### src/rtl/spi_tx_pkg.sv
package spi_tx_pkg;
    typedef enum logic [2:0] {
        ST_EMPTY,
        ST_ARMED,
        ST_GLITCH,
        ST_ACTIVE,
        ST_REPORT
    } tx_state_e;
endpackage

### src/rtl/spi_tx_sync.sv
module spi_tx_sync #(
    parameter int STAGES  = 2,
    parameter bit RST_VAL = 1'b0
) (
    input  logic clk,
    input  logic rst_n,
    input  logic d,
    output logic q
);
    logic [STAGES-1:0] chain;

    generate
        if (STAGES == 1) begin : g_single
            always_ff @(posedge clk or negedge rst_n) begin
                if (!rst_n) chain <= RST_VAL;
                else        chain <= d;
            end
        end else begin : g_multi
            always_ff @(posedge clk or negedge rst_n) begin
                if (!rst_n) chain <= {STAGES{RST_VAL}};
                else        chain <= {chain[STAGES-2:0], d};
            end
        end
    endgenerate

    assign q = chain[STAGES-1];
endmodule

### src/rtl/spi_tx_edge.sv
module spi_tx_edge (
    input  logic clk,
    input  logic rst_n,
    input  logic sclk_s,
    input  logic cpol,
    input  logic cpha,
    output logic act_edge,
    output logic at_idle
);
    logic phase;
    logic phase_q;

    // shifting edge becomes rising after optional inversion
    assign phase = sclk_s ^ (cpol ^ ~cpha);

    always_ff @(posedge clk or negedge rst_n) begin
        if (!rst_n) phase_q <= 1'b1;
        else        phase_q <= phase;
    end

    assign act_edge = phase & ~phase_q;
    assign at_idle  = (sclk_s == cpol);
endmodule

### src/rtl/spi_tx_preload.sv
module spi_tx_preload
    import spi_tx_pkg::*;
#(
    parameter int W           = 32,
    parameter int CNT_W       = 16,
    parameter int SYNC_STAGES = 2
) (
    input  logic             clk,
    input  logic             rst_n,
    input  logic             cpol,
    input  logic             cpha,
    input  logic             sclk_in,
    input  logic             cs_n_in,
    input  logic [W-1:0]     head_word,
    input  logic             head_wr,
    input  logic [W-1:0]     fill_data,
    input  logic             fill_valid,
    output logic             fill_req,
    output logic             miso,
    output logic             miso_oe,
    output logic             underrun,
    output logic [CNT_W-1:0] byte_count,
    output logic             count_valid
);
    localparam int            BYTES = W / 8;
    localparam int            BW    = $clog2(W);
    localparam logic [BW-1:0] LAST  = BW'(W - 1);

    tx_state_e state_q, state_d;

    logic             cs_s, sclk_s, act_edge, at_idle;
    logic [W-1:0]     shift_q, head_q, buf_q;
    logic             buf_full_q;
    logic [BW-1:0]    bit_q;
    logic             skip_q;
    logic [CNT_W-1:0] count_q;
    logic             under_q;
    logic             head_take, take_fill, shift_ev, word_end;

    spi_tx_sync #(.STAGES(SYNC_STAGES), .RST_VAL(1'b1)) u_cs_sync (
        .clk(clk), .rst_n(rst_n), .d(cs_n_in), .q(cs_s)
    );

    spi_tx_sync #(.STAGES(SYNC_STAGES), .RST_VAL(1'b0)) u_sclk_sync (
        .clk(clk), .rst_n(rst_n), .d(sclk_in), .q(sclk_s)
    );

    spi_tx_edge u_edge (
        .clk(clk), .rst_n(rst_n), .sclk_s(sclk_s), .cpol(cpol), .cpha(cpha),
        .act_edge(act_edge), .at_idle(at_idle)
    );

    assign head_take = head_wr && cs_s &&
                       ((state_q == ST_EMPTY) || (state_q == ST_ARMED));
    assign take_fill = fill_req && fill_valid;
    assign shift_ev  = (state_q == ST_ACTIVE) && !cs_s && act_edge;
    assign word_end  = shift_ev && !skip_q && (bit_q == LAST);

    // state register
    always_ff @(posedge clk or negedge rst_n) begin
        if (!rst_n) state_q <= ST_EMPTY;
        else        state_q <= state_d;
    end

    // transitions
    always_comb begin
        state_d = state_q;
        unique case (state_q)
            ST_EMPTY:  if (head_take) state_d = ST_ARMED;
            ST_ARMED: begin
                if (!cs_s)         state_d = ST_ACTIVE;
                else if (!at_idle) state_d = ST_GLITCH;
            end
            ST_GLITCH: if (at_idle) state_d = ST_ARMED;
            ST_ACTIVE: if (cs_s)    state_d = ST_REPORT;
            ST_REPORT: state_d = ST_EMPTY;
            default:   state_d = ST_EMPTY;
        endcase
    end

    // datapath: shifter, holding buffer, counters
    always_ff @(posedge clk or negedge rst_n) begin
        if (!rst_n) begin
            shift_q    <= '0;
            head_q     <= '0;
            buf_q      <= '0;
            buf_full_q <= 1'b0;
            bit_q      <= '0;
            skip_q     <= 1'b0;
            count_q    <= '0;
            under_q    <= 1'b0;
        end else begin
            unique case (state_q)
                ST_EMPTY, ST_ARMED: begin
                    if (head_take) begin
                        head_q  <= head_word;
                        shift_q <= head_word;
                    end
                    if ((state_q == ST_ARMED) && !cs_s) begin
                        count_q    <= CNT_W'(BYTES);
                        under_q    <= 1'b0;
                        buf_full_q <= 1'b0;
                        bit_q      <= '0;
                        skip_q     <= cpha;
                    end
                end
                ST_GLITCH: begin
                    shift_q <= at_idle ? head_q : '0;
                    bit_q   <= '0;
                end
                ST_ACTIVE: begin
                    if (shift_ev) begin
                        if (skip_q) begin
                            skip_q <= 1'b0;
                        end else if (word_end) begin
                            bit_q <= '0;
                            if (buf_full_q) begin
                                shift_q <= buf_q;
                                count_q <= count_q + CNT_W'(BYTES);
                            end else begin
                                shift_q <= '0;
                                under_q <= 1'b1;
                            end
                        end else begin
                            shift_q <= {shift_q[W-2:0], 1'b0};
                            bit_q   <= bit_q + 1'b1;
                        end
                    end
                    if (take_fill) begin
                        buf_q      <= fill_data;
                        buf_full_q <= 1'b1;
                    end else if (word_end && buf_full_q) begin
                        buf_full_q <= 1'b0;
                    end
                end
                ST_REPORT: buf_full_q <= 1'b0;
                default: ;
            endcase
        end
    end

    // outputs
    always_comb begin
        miso_oe     = 1'b0;
        fill_req    = 1'b0;
        count_valid = 1'b0;
        unique case (state_q)
            ST_ACTIVE: begin
                miso_oe  = 1'b1;
                fill_req = !buf_full_q;
            end
            ST_REPORT: count_valid = 1'b1;
            default: ;
        endcase
    end

    assign miso       = shift_q[W-1];
    assign underrun   = under_q;
    assign byte_count = count_q;
endmodule

### config.mk
export PLATFORM = sky130hd
export DESIGN_NAME = spi_tx_preload
export DESIGN_NICKNAME = d
export VERILOG_FILES = /design/src/rtl/spi_tx_pkg.sv /design/src/rtl/spi_tx_sync.sv /design/src/rtl/spi_tx_edge.sv /design/src/rtl/spi_tx_preload.sv
export SDC_FILE = /design/constraint.sdc
export NUM_CORES = 1
export LEC_CHECK = 0
export BUFFER_PORTS_ARGS = -buffer_cell sky130_fd_sc_hd__buf_2
export CAP_MARGIN = 15
export CORE_MARGIN = 4
export CORE_UTILIZATION = 63
export CTS_BUF_LIST = sky130_fd_sc_hd__clkbuf_4 sky130_fd_sc_hd__clkbuf_8
export CTS_CLUSTER_DIAMETER = 100
export DETAILED_ROUTE_END_ITERATION = 10
export HOLD_SLACK_MARGIN = 0.06
export PLACE_DENSITY = 0.88
export SLEW_MARGIN = 15
export SYNTH_ARGS = -nofsm -noshare
export SYNTH_HDL_FRONTEND = slang
export SYNTH_SLANG_ARGS = --single-unit
### constraint.sdc
create_clock -name clk -period 4.8 [get_ports clk]
set_clock_uncertainty 0.15 [all_clocks]
set_input_delay 0.24 -clock clk [delete_from_list [all_inputs] [get_ports clk]]
set_output_delay 0.24 -clock clk [all_outputs]
set_load 0.03 [all_outputs]
* After elaboration in Yosys (flattened, before gate mapping)
Cells that the tools add are included.
Word-level totals: input port bits 72, register bits 128
Operators by class: bitwise operators 5, equality and inequality tests 18, add/subtract/negate cells 2, muxes and demuxes 39, reductions and logical operators 27
Operator list (number):
- $mux W32 | 6
- $pmux W32 S3 | 1
- $mux W16 | 5
- $pmux W16 S2 | 1
- $mux W5 | 4
- $ne A2 B2 Y1 const B | 9
- $add A16 B3 Y16 const B | 1
- $mux W3 | 5
- $pmux W5 S3 | 1
- $mux W1 | 12
- $pmux W3 S4 | 1
- $reduce_and A4 Y1 | 3
- $reduce_and A6 Y1 | 2
- $logic_and A1 B1 Y1 | 9
- $eq A3 B2 Y1 const B | 2
- $reduce_and A3 Y1 | 2
- $reduce_bool A3 Y1 | 2
- $add A5 B1 Y5 const B | 1
- $eq A5 B5 Y1 const B | 1
- $pmux W1 S2 | 2
- $reduce_and A2 Y1 | 2
- $eq A3 B1 Y1 const B | 1
- $eq A3 B3 Y1 const B | 1
- $logic_not A1 Y1 | 3
- 12 further kinds | 14

* Logic depth before layout (Yosys ltp)
Gate-level depths: netlist of the first run.
depth in word-level cells 11, gate-level depth with buffers 8, mapped depth without buffers 7

* Cells and area by module
From an unflattened synthesis of the first run, not the netlist that was laid out.
Unflattened totals: cells, all modules 552, area total of the unflattened synthesis 5938.2 sq um
Modules (own cells, without submodules):
- spi_tx_preload | seq. area each 3027.9 sq um, cells an instance 542, instances 1, area each 5759.3 sq um
- spi_tx_edge | seq. area each 26.3 sq um, cells an instance 6, instances 1, area each 76.3 sq um
- spi_tx_sync at u_cs_sync | seq. area each 52.6 sq um, cells an instance 2, instances 1, area each 52.6 sq um
- spi_tx_sync at u_sclk_sync | seq. area each 50.0 sq um, cells an instance 2, instances 1, area each 50.0 sq um

* Worst setup path after synthesis of the first run
No wires, ideal clock.
path type reg-to-reg, start point register state_q[0], end point register buf_q[10], buffers on the path 2, data required time 4525 ps, setup slack 2647 ps, arrival 1879 ps, cell stages (with the launch flop) 7, library setup time 125 ps, cell sequence dfrtp_1 > buf_2 > nand3b_1 > nor2_1 > nand2_1 > buf_2 > mux2_2
Between the ends: cells in the longest elaborated chain, start to end 4
Ends and longest elaborated chain:
- from (decl) | line spi_tx_preload.sv:29 | tx_state_e state_q, state_d;
- from (signal assigned) | line spi_tx_preload.sv:62 | else state_q <= state_d;
- $eq A3 B2 Y1 | line spi_tx_preload.sv:147 | unique case (state_q)
- $mux W1 | line spi_tx_preload.sv:147
- net fill_req | line spi_tx_preload.sv:18 | output logic fill_req,
- $logic_and A1 B1 Y1 | line spi_tx_preload.sv:55 | assign take_fill = fill_req && fill_valid;
- $reduce_and A2 Y1 (no source line)
- to (signal assigned) | line spi_tx_preload.sv:130 | buf_q <= fill_data;
- to (decl) | line spi_tx_preload.sv:32 | logic [W-1:0] shift_q, head_q, buf_q;
The timed path passes the listed nets, and every way through them passes these cells. A chain may end at the register's enable or synchronous reset.

* Final worst setup path of the first run
start point register state_q[0], end point register shift_q[26]
Between the ends: cells in the longest elaborated chain, start to end 9, elaborated cells between the ends (all ways) 20
Ends and longest elaborated chain:
- $eq A3 B2 Y1 | line spi_tx_preload.sv:56, spi_tx_preload.sv:93
- $logic_and A1 B1 Y1 (2 in series) | line spi_tx_preload.sv:56 | assign shift_ev = (state_q == ST_ACTIVE) && !cs_s && act_edge;
- $logic_and A1 B1 Y1 (2 in series) | line spi_tx_preload.sv:57 | assign word_end = shift_ev && !skip_q && (bit_q == LAST);
- $mux W32 | line spi_tx_preload.sv:115 | end else if (word_end) begin
- $mux W32 | line spi_tx_preload.sv:113 | if (skip_q) begin
- $mux W32 | line spi_tx_preload.sv:112 | if (shift_ev) begin
- $pmux W32 S3 | line spi_tx_preload.sv:93 | unique case (state_q)
- to (signal assigned) | line spi_tx_preload.sv:97 | shift_q <= head_word;
- to (signal assigned) | line spi_tx_preload.sv:118 | shift_q <= buf_q;
- to (signal assigned) | line spi_tx_preload.sv:125 | shift_q <= {shift_q[W-2:0], 1'b0};
- to (decl) | line spi_tx_preload.sv:32
Several ways; a longest one is shown, not always the timed one. The select of a mux whose other input is x is not followed.

==> flow_metrics.py, run 1 <==
metrics = {
    "pwr": {
        "p_switching_mw": 1.51,
        "total_power_mw": 4.31,
        "p_per_area_mw_per_mm2": 586,
        "pwr-share-seq_pct": 43.1,
        "p_leak_nw": 3.19,
        "internal_power_mw": 2.79,
        "switching_share_pct": 35.1,
        "ir_drop_mv": 0.352,
        "clkPwrFrac_pct": 25.6,
        "combPwrFrac_pct": 31.3,
    },
    "placed_design": {
        "dpl.hpwl_um": 8600,
        "place.gp.congestion": 0.819,
        "placedInstanceArea_sq_mm": 0.00620,
        "io_buffers": 90,
    },
    "setup_path": {
        "worstSetupEndpointType": "flip-flop",
        "reg2reg_setup_slack_ns": 1.81,
        "critical_path_class": "reg2reg",
        "cp_cell_sequence": "nand3b_1 -> a41oi_4 -> buf_4 -> a222oi_1 -> a31oi_1",
        "startpoint_type": "flip-flop",
        "cpPeakStageDelay_ns": 0.70,
        "worstPathArrival_ns": 3.16,
        "crit_fanout": 37,
        "slowest_stage": "dfrtp_1",
        "crit_buf_inv": 1,
        "required_ns": 4.98,
        "critical_path.top_delay_family": "compound AO/OA/AOI/OAI gates",
    },
    "yosys": {
        "synthDistinctLibCells": 47,
        "synth_seq_cells": 126,
        "synth_area_leader_cell": "dfrtp_1",
        "synthesis.area_sq_mm": 0.00568,
        "synth_area_leaders": "dfrtp_1 54%, mux2_2 13%, a222oi_1 5.5%",
        "yosysSeqAreaShare_pct": 55.6,
        "synth_top_area_share_pct": 54.2,
        "syn_inst": 489,
        "avgSynthCellArea_sq_um": 11.6,
        "yosys_warnings": 0,
    },
    "clock_network": {
        "cts_buffer_depth": 2,
        "post_cts_buffers": 0,
        "cts.repair.resized": 0,
        "clk_latency_ns": 0.45,
        "root_buffer": "clkbuf_8",
        "cts_buffers": 17,
        "tritoncts": "done",
        "htreeDepth": 4,
        "path_clk_slew_ns": 0.10,
        "cts_num_sinks": 126,
        "cts_hold_buf": 68,
    },
    "floorplan": {
        "die_h_um": 103,
        "dieArea_sq_mm": 0.0106,
        "num_rows": 34,
        "die_x_um": 103,
        "ioPinCount": 93,
        "initial_core_util_pct": 64.8,
        "fp.coreArea_sq_mm": 0.00876,
    },
    "global_route": {
        "grtUsageTotal_pct": 32.9,
        "grt_pass1_vias": 5042,
        "grt_max_degree": 85,
        "antenna_found_initial": 0,
        "grt_pass1_wl_um": 26100,
        "overflow": 0,
    },
    "timing": {
        "finalSetupViolations": 0,
        "worst_slew_pin_slew_ns": 1.04,
        "final_hold_viol_count": 0,
        "report.final.slew_viol_count": 0,
        "relSlewSlack_pct": 30.5,
        "tns_ns": 0,
        "fmax_mhz": 335,
        "hold_slack_ns": 0.170,
        "period_minus_slack_ns": 2.99,
        "period_share_pct": 62.2,
        "grt_setup_unrepaired": "false",
    },
    "detailed_routing": {
        "drtIter0Drc": 536,
        "vias": 4872,
        "drc": 0,
        "wl_um": 16300,
        "vias_per_cell": 6.41,
        "wl_per_cell_um": 21.5,
        "antenna_left": 0,
        "firstDrtPassIters": 8,
    },
    "layout": {
        "final_util_pct": 83.9,
        "fin_nets": 715,
        "final_layout_size_suffix_gt1_share_pct": 32.1,
        "antenna_cells": 0,
        "final_area_sq_mm": 0.00736,
        "synthToLayoutAreaGrowth_pct": 29.6,
    },
    "flow_run": {
        "maxCapViolCount": 0,
    },
    "min_path": {
        "hp-class": "in2reg",
    },
    "run_status": {
        "status": "completed",
    },
}
## cell usage after synthesis, drive strengths merged
cell type  count
a211o          1
a21o           1
a21oi          3
a221oi         2
a222oi        31
a22o           2
a311o          1
a311oi         1
a31o           1
a31oi         32
a41oi          1
and2           2
and3           3
and4           1
and4bb         1
buf           18
clkbuf        18
clkinv         1
conb           1
dfrtp        123
dfstp          3
ha             3
inv            4
mux2          64
nand2         54
nand2b         3
nand3          8
nand3b         3
nand4          3
nor2          55
nor2b          1
nor3           6
nor4           6
nor4b          4
o2111ai        1
o21ai         10
o311ai         1
o32ai          1
or3            1
or3b           1
xnor2         12
xnor3          1
## registers in the layout, summed over array words and instances (netlist names)
name / count
buf_q: 32
head_q: 32
shift_q: 32
byte_count: 14
bit_q: 5
state_q: 3
u_cs_sync.chain: 2
u_sclk_sync.chain: 2
buf_full_q: 1
skip_q: 1
u_edge.phase_q: 1
underrun: 1
## final timing paths
kind	from	endpoint	cells after the start
worst min-delay path	cpol	u_edge.phase_q	2
worst max register to register	state_q[0]	shift_q[26]	5
worst max-delay path	state_q[0]	shift_q[26]	5
worst min register to register	u_cs_sync.chain[0]	u_cs_sync.chain[1]	0
min in group asynchronous	rst_n	byte_count[3]	2
max in group asynchronous	rst_n	u_cs_sync.chain[0]	3
## through the flow
| stage | setup slack, ns | instances |
|---|---|---|
| 5_1_grt | 1.64 | 760 |
| 4_1_cts | 2.01 | 760 |
| 3_3_place_gp | 2.11 | 661 |
| 2_1_floorplan | 2.65 | 490 |
| 3_5_place_dp | 2.07 | 661 |
| 6_report | 1.81 | 760 |
## metal layers
metal | vias up | global-route usage, % | share of wire (%)
met5 | - | 0 | 0
met4 | 0 | 16.0 | 4.7
met3 | 61 | 6.09 | 7.8
met2 | 303 | 56.0 | 51
met1 | 2394 | 40.3 | 36
li1 | 2114 | - | -
## layout make-up
type	instances	area (sq um)
Tap cell	108	135
Fill cell	415	1410
Sequential cell	126	3160
Clock inverter	10	184
Clock buffer	21	283
Multi-Input combinational cell	323	2380
Inverter	5	18.8
Timing Repair Buffer	167	1200
## power by group through the flow
stage | registers, mW | logic (mW) | clock network [mW]
final | 1.86 | 1.35 | 1.10
after global routing | 1.90 | 1.46 | 1.15
after CTS | 1.82 | 1.30 | 1.08
after detailed placement | 1.83 | 1.23 | 0
after global placement | 1.79 | 1.15 | 0
after floorplan | 1.73 | 0.969 | 0
## logic make-up after synthesis
kind of cell               share of synthesized area (%)
AOI/OAI and AO/OA                                   12.6
xor gates and xnor gates                            2.27
adders and majority gates                          0.661
buffers and inverters                               3.26
DFF                                                 55.6
muxes                                               12.7
other                                             0.0661
and+or+nand+nor                                     12.8
## cell usage in the layout, fill, tap and decap left out, types with 4 or more instances in the layout
master	synthesis	routed
a222oi_1	31	31
nor2_1	55	55
buf_2	13	89
xnor2_1	12	12
nor4b_2	4	4
nand2_1	54	54
bufinv_16	0	5
o21ai_0	9	9
nor4_1	6	6
a31oi_1	32	32
buf_4	4	10
clkbuf_8	0	20
dfrtp_1	123	123
inv_1	4	4
nand3_1	7	7
dlygate4sd3_1	0	68
mux2_2	64	64
Power figures use the tool's default switching activity.
==> run 2, diff against run 1 <==
--- a/config.mk
+++ b/config.mk
@@ -8,12 +8,12 @@
 export BUFFER_PORTS_ARGS = -buffer_cell sky130_fd_sc_hd__buf_2
 export CAP_MARGIN = 15
 export CORE_MARGIN = 4
-export CORE_UTILIZATION = 63
+export CORE_UTILIZATION = 58
 export CTS_BUF_LIST = sky130_fd_sc_hd__clkbuf_4 sky130_fd_sc_hd__clkbuf_8
 export CTS_CLUSTER_DIAMETER = 100
 export DETAILED_ROUTE_END_ITERATION = 10
 export HOLD_SLACK_MARGIN = 0.06
-export PLACE_DENSITY = 0.88
+export PLACE_DENSITY = 0.82
 export SLEW_MARGIN = 15
 export SYNTH_ARGS = -nofsm -noshare
 export SYNTH_HDL_FRONTEND = slang
==> constraint.sdc (replaced) <==
create_clock -name clk -period 2.8 [get_ports clk]
set_clock_uncertainty 0.15 [all_clocks]
set_input_delay 0.14 -clock clk [delete_from_list [all_inputs] [get_ports clk]]
set_output_delay 0.14 -clock clk [all_outputs]
set_load 0.03 [all_outputs]
==> run 2 against run 1 <==
Total power increased by 60%. Cell area rose by 0.34%. Critical path type unchanged. Flip-flop and latch count stayed put. Combinational power grew 68%. Non-clock buffer count up 11. Largest cell class unchanged. Global-route usage shrank 5.8 points. Via count fell by 2.7%. Sequential share of layout area fell by 0.15 points. Count of clock-buffer cells in the layout rose by 1.
==> flow_metrics.py, run 2 (synthesis gave the netlist of run 1 again) <==
metrics = {
    "placed_design": {
        "place_ws_ns": 0.395,
        "dpl.hpwl_um": 8580,
        "io_buffers": 90,
        "place.gp.congestion": 0.875,
    },
    "detailed_routing": {
        "vias": 4739,
        "antenna_left": 0,
        "firstDrtPassIters": 6,
        "wl_per_cell_um": 18.3,
        "vias_per_cell": 5.98,
        "drc": 0,
        "drtIter0Drc": 406,
        "wl_um": 14500,
    },
    "pwr": {
        "p_per_area_mw_per_mm2": 935,
        "ir_drop_mv": 0.496,
        "p_leak_nw": 3.20,
        "total_power_mw": 6.90,
    },
    "floorplan": {
        "fp.coreArea_sq_mm": 0.00937,
        "dieArea_sq_mm": 0.0114,
        "initial_core_util_pct": 60.6,
        "die_h_um": 107,
        "num_rows": 35,
        "die_x_um": 107,
        "ioPinCount": 93,
    },
    "global_route": {
        "grtUsageMet3_pct": 6.98,
        "grt_busiest_layer": "met2",
        "use_met1_pct": 32.5,
        "grt_max_degree": 59,
        "overflow": 0,
        "antenna_found_initial": 0,
        "grt_pass1_wl_um": 24300,
        "grt_pass1_vias": 4970,
        "grtUsageTotal_pct": 27.0,
        "met2_usage_pct": 46.5,
    },
    "clock_network": {
        "post_cts_buffers": 0,
        "path_clk_slew_ns": 0.09,
        "cts_num_sinks": 126,
        "cts_buffers": 17,
        "root_buffer": "clkbuf_8",
        "clk_latency_ns": 0.43,
        "tritoncts": "done",
        "cts_buffer_depth": 2,
        "htreeDepth": 4,
    },
    "timing": {
        "finalWorstSetupSlack_ns": 0.359,
        "worst_slew_pin_slew_ns": 0.956,
        "tns_ns": 0,
        "grt_setup_unrepaired": "false",
        "period_minus_slack_ns": 2.44,
        "fmax_mhz": 410,
        "finalSetupViolations": 0,
        "final_hold_viol_count": 0,
        "period_share_pct": 87.2,
        "report.final.slew_viol_count": 0,
        "relSlewSlack_pct": 36.2,
    },
    "setup_path": {
        "cpPeakStageDelay_ns": 0.80,
        "r2r-end": "byte_count[6]",
        "critical_path.top_delay_family": "compound AO/OA/AOI/OAI gates",
        "worstSetupEndpointType": "flip-flop",
        "required_ns": 2.95,
        "cp_cell_sequence": "inv_1 -> o2111ai_1 -> and4bb_1 -> xnor2_1 -> nor2_1",
        "reg2reg_setup_slack_ns": 0.36,
        "r2r_start": "state_q[1]",
        "slowest_stage": "o2111ai_1",
        "critical_path_class": "reg2reg",
        "reg2reg_depth": 5,
        "worstPathArrival_ns": 2.59,
        "startpoint": "state_q[1]",
        "crit_buf_inv": 1,
        "startpoint_type": "flip-flop",
        "crit_fanout": 16,
    },
    "layout": {
        "final_layout_size_suffix_gt1_share_pct": 32.9,
        "largest_registers": "buf_q (32), head_q (32), shift_q (32)",
        "register_area_sq_mm": 0.00316,
        "fin_nets": 726,
        "antenna_cells": 0,
        "final_util_pct": 78.8,
        "fillerInstances": 605,
        "synthToLayoutAreaGrowth_pct": 30.0,
        "layout_common_cells": "123 x dfrtp_1, 89 x buf_2, 70 x dlygate4sd3_1",
        "layout_commonest_cell": "dfrtp_1",
        "multiInputGateArea_sq_mm": 0.00236,
    },
    "run_status": {
        "status": "completed",
    },
    "flow_run": {
        "maxCapViolCount": 0,
    },
    "min_path": {
        "hp-class": "in2async",
    },
}
==> run 2: worst max-delay path by stage <==
stage | to | slack (ns) | cells after the start
detailed placement | byte_count[6] | 0.40 | 5
global placement | byte_count[6] | 0.51 | 5
finish | byte_count[6] | 0.36 | 5
global route | byte_count[6] | 0.13 | 5
CTS | byte_count[6] | 0.37 | 5
floorplan | buf_q[10] | 0.65 | 6
==> run 2: power by group <==
| part | internal (mW) | total, mW | switching [mW] |
|---|---|---|---|
| Combinational | 1.09 | 2.27 | 1.18 |
| Clock | 0.787 | 1.50 | 0.713 |
| Sequential | 2.60 | 3.13 | 0.533 |
==> run 2: cell type report <==
class                           instances  area share, %
Tap cell                              129           2.19
Clock inverter                          9           1.19
Clock buffer                           22           3.93
Multi-Input combinational cell        323           32.0
Timing Repair Buffer                  178           17.6
Sequential cell                       126           42.8
Inverter                                5          0.254
==> run 2: worst reg2reg max path, cell delays in order (launching register included) <==
cell,delay [ns]
dfrtp_1,0.68
inv_1,0.17
o2111ai_1,0.81
and4bb_1,0.31
xnor2_1,0.16
nor2_1,0.05
==> run 2: routing by layer <==
layer / vias up / wire length (um)
li1: 2134 / -
met1: 2348 / 5620
met2: 224 / 7560
met3: 33 / 986
met4: 0 / 362
met5: - / 0
==> run 2: repair_timing <==
| item | CTS | global route |
|---|---|---|
| hold buffers | 70 | 0 |
| resized for setup | 0 | 0 |
| endpoints found under the hold margin | 150 | 0 |
==> run 2: stage by stage <==
step / instances / hold slack [ns] / area (sq um)
global placement: 691 / 0.0607 / 6300
CTS: 792 / 0.111 / 7380
finish: 792 / 0.121 / 7380
global route: 792 / 0.152 / 7380
detailed placement: 691 / 0.0676 / 6300
floorplan: 490 / -0.306 / 5680
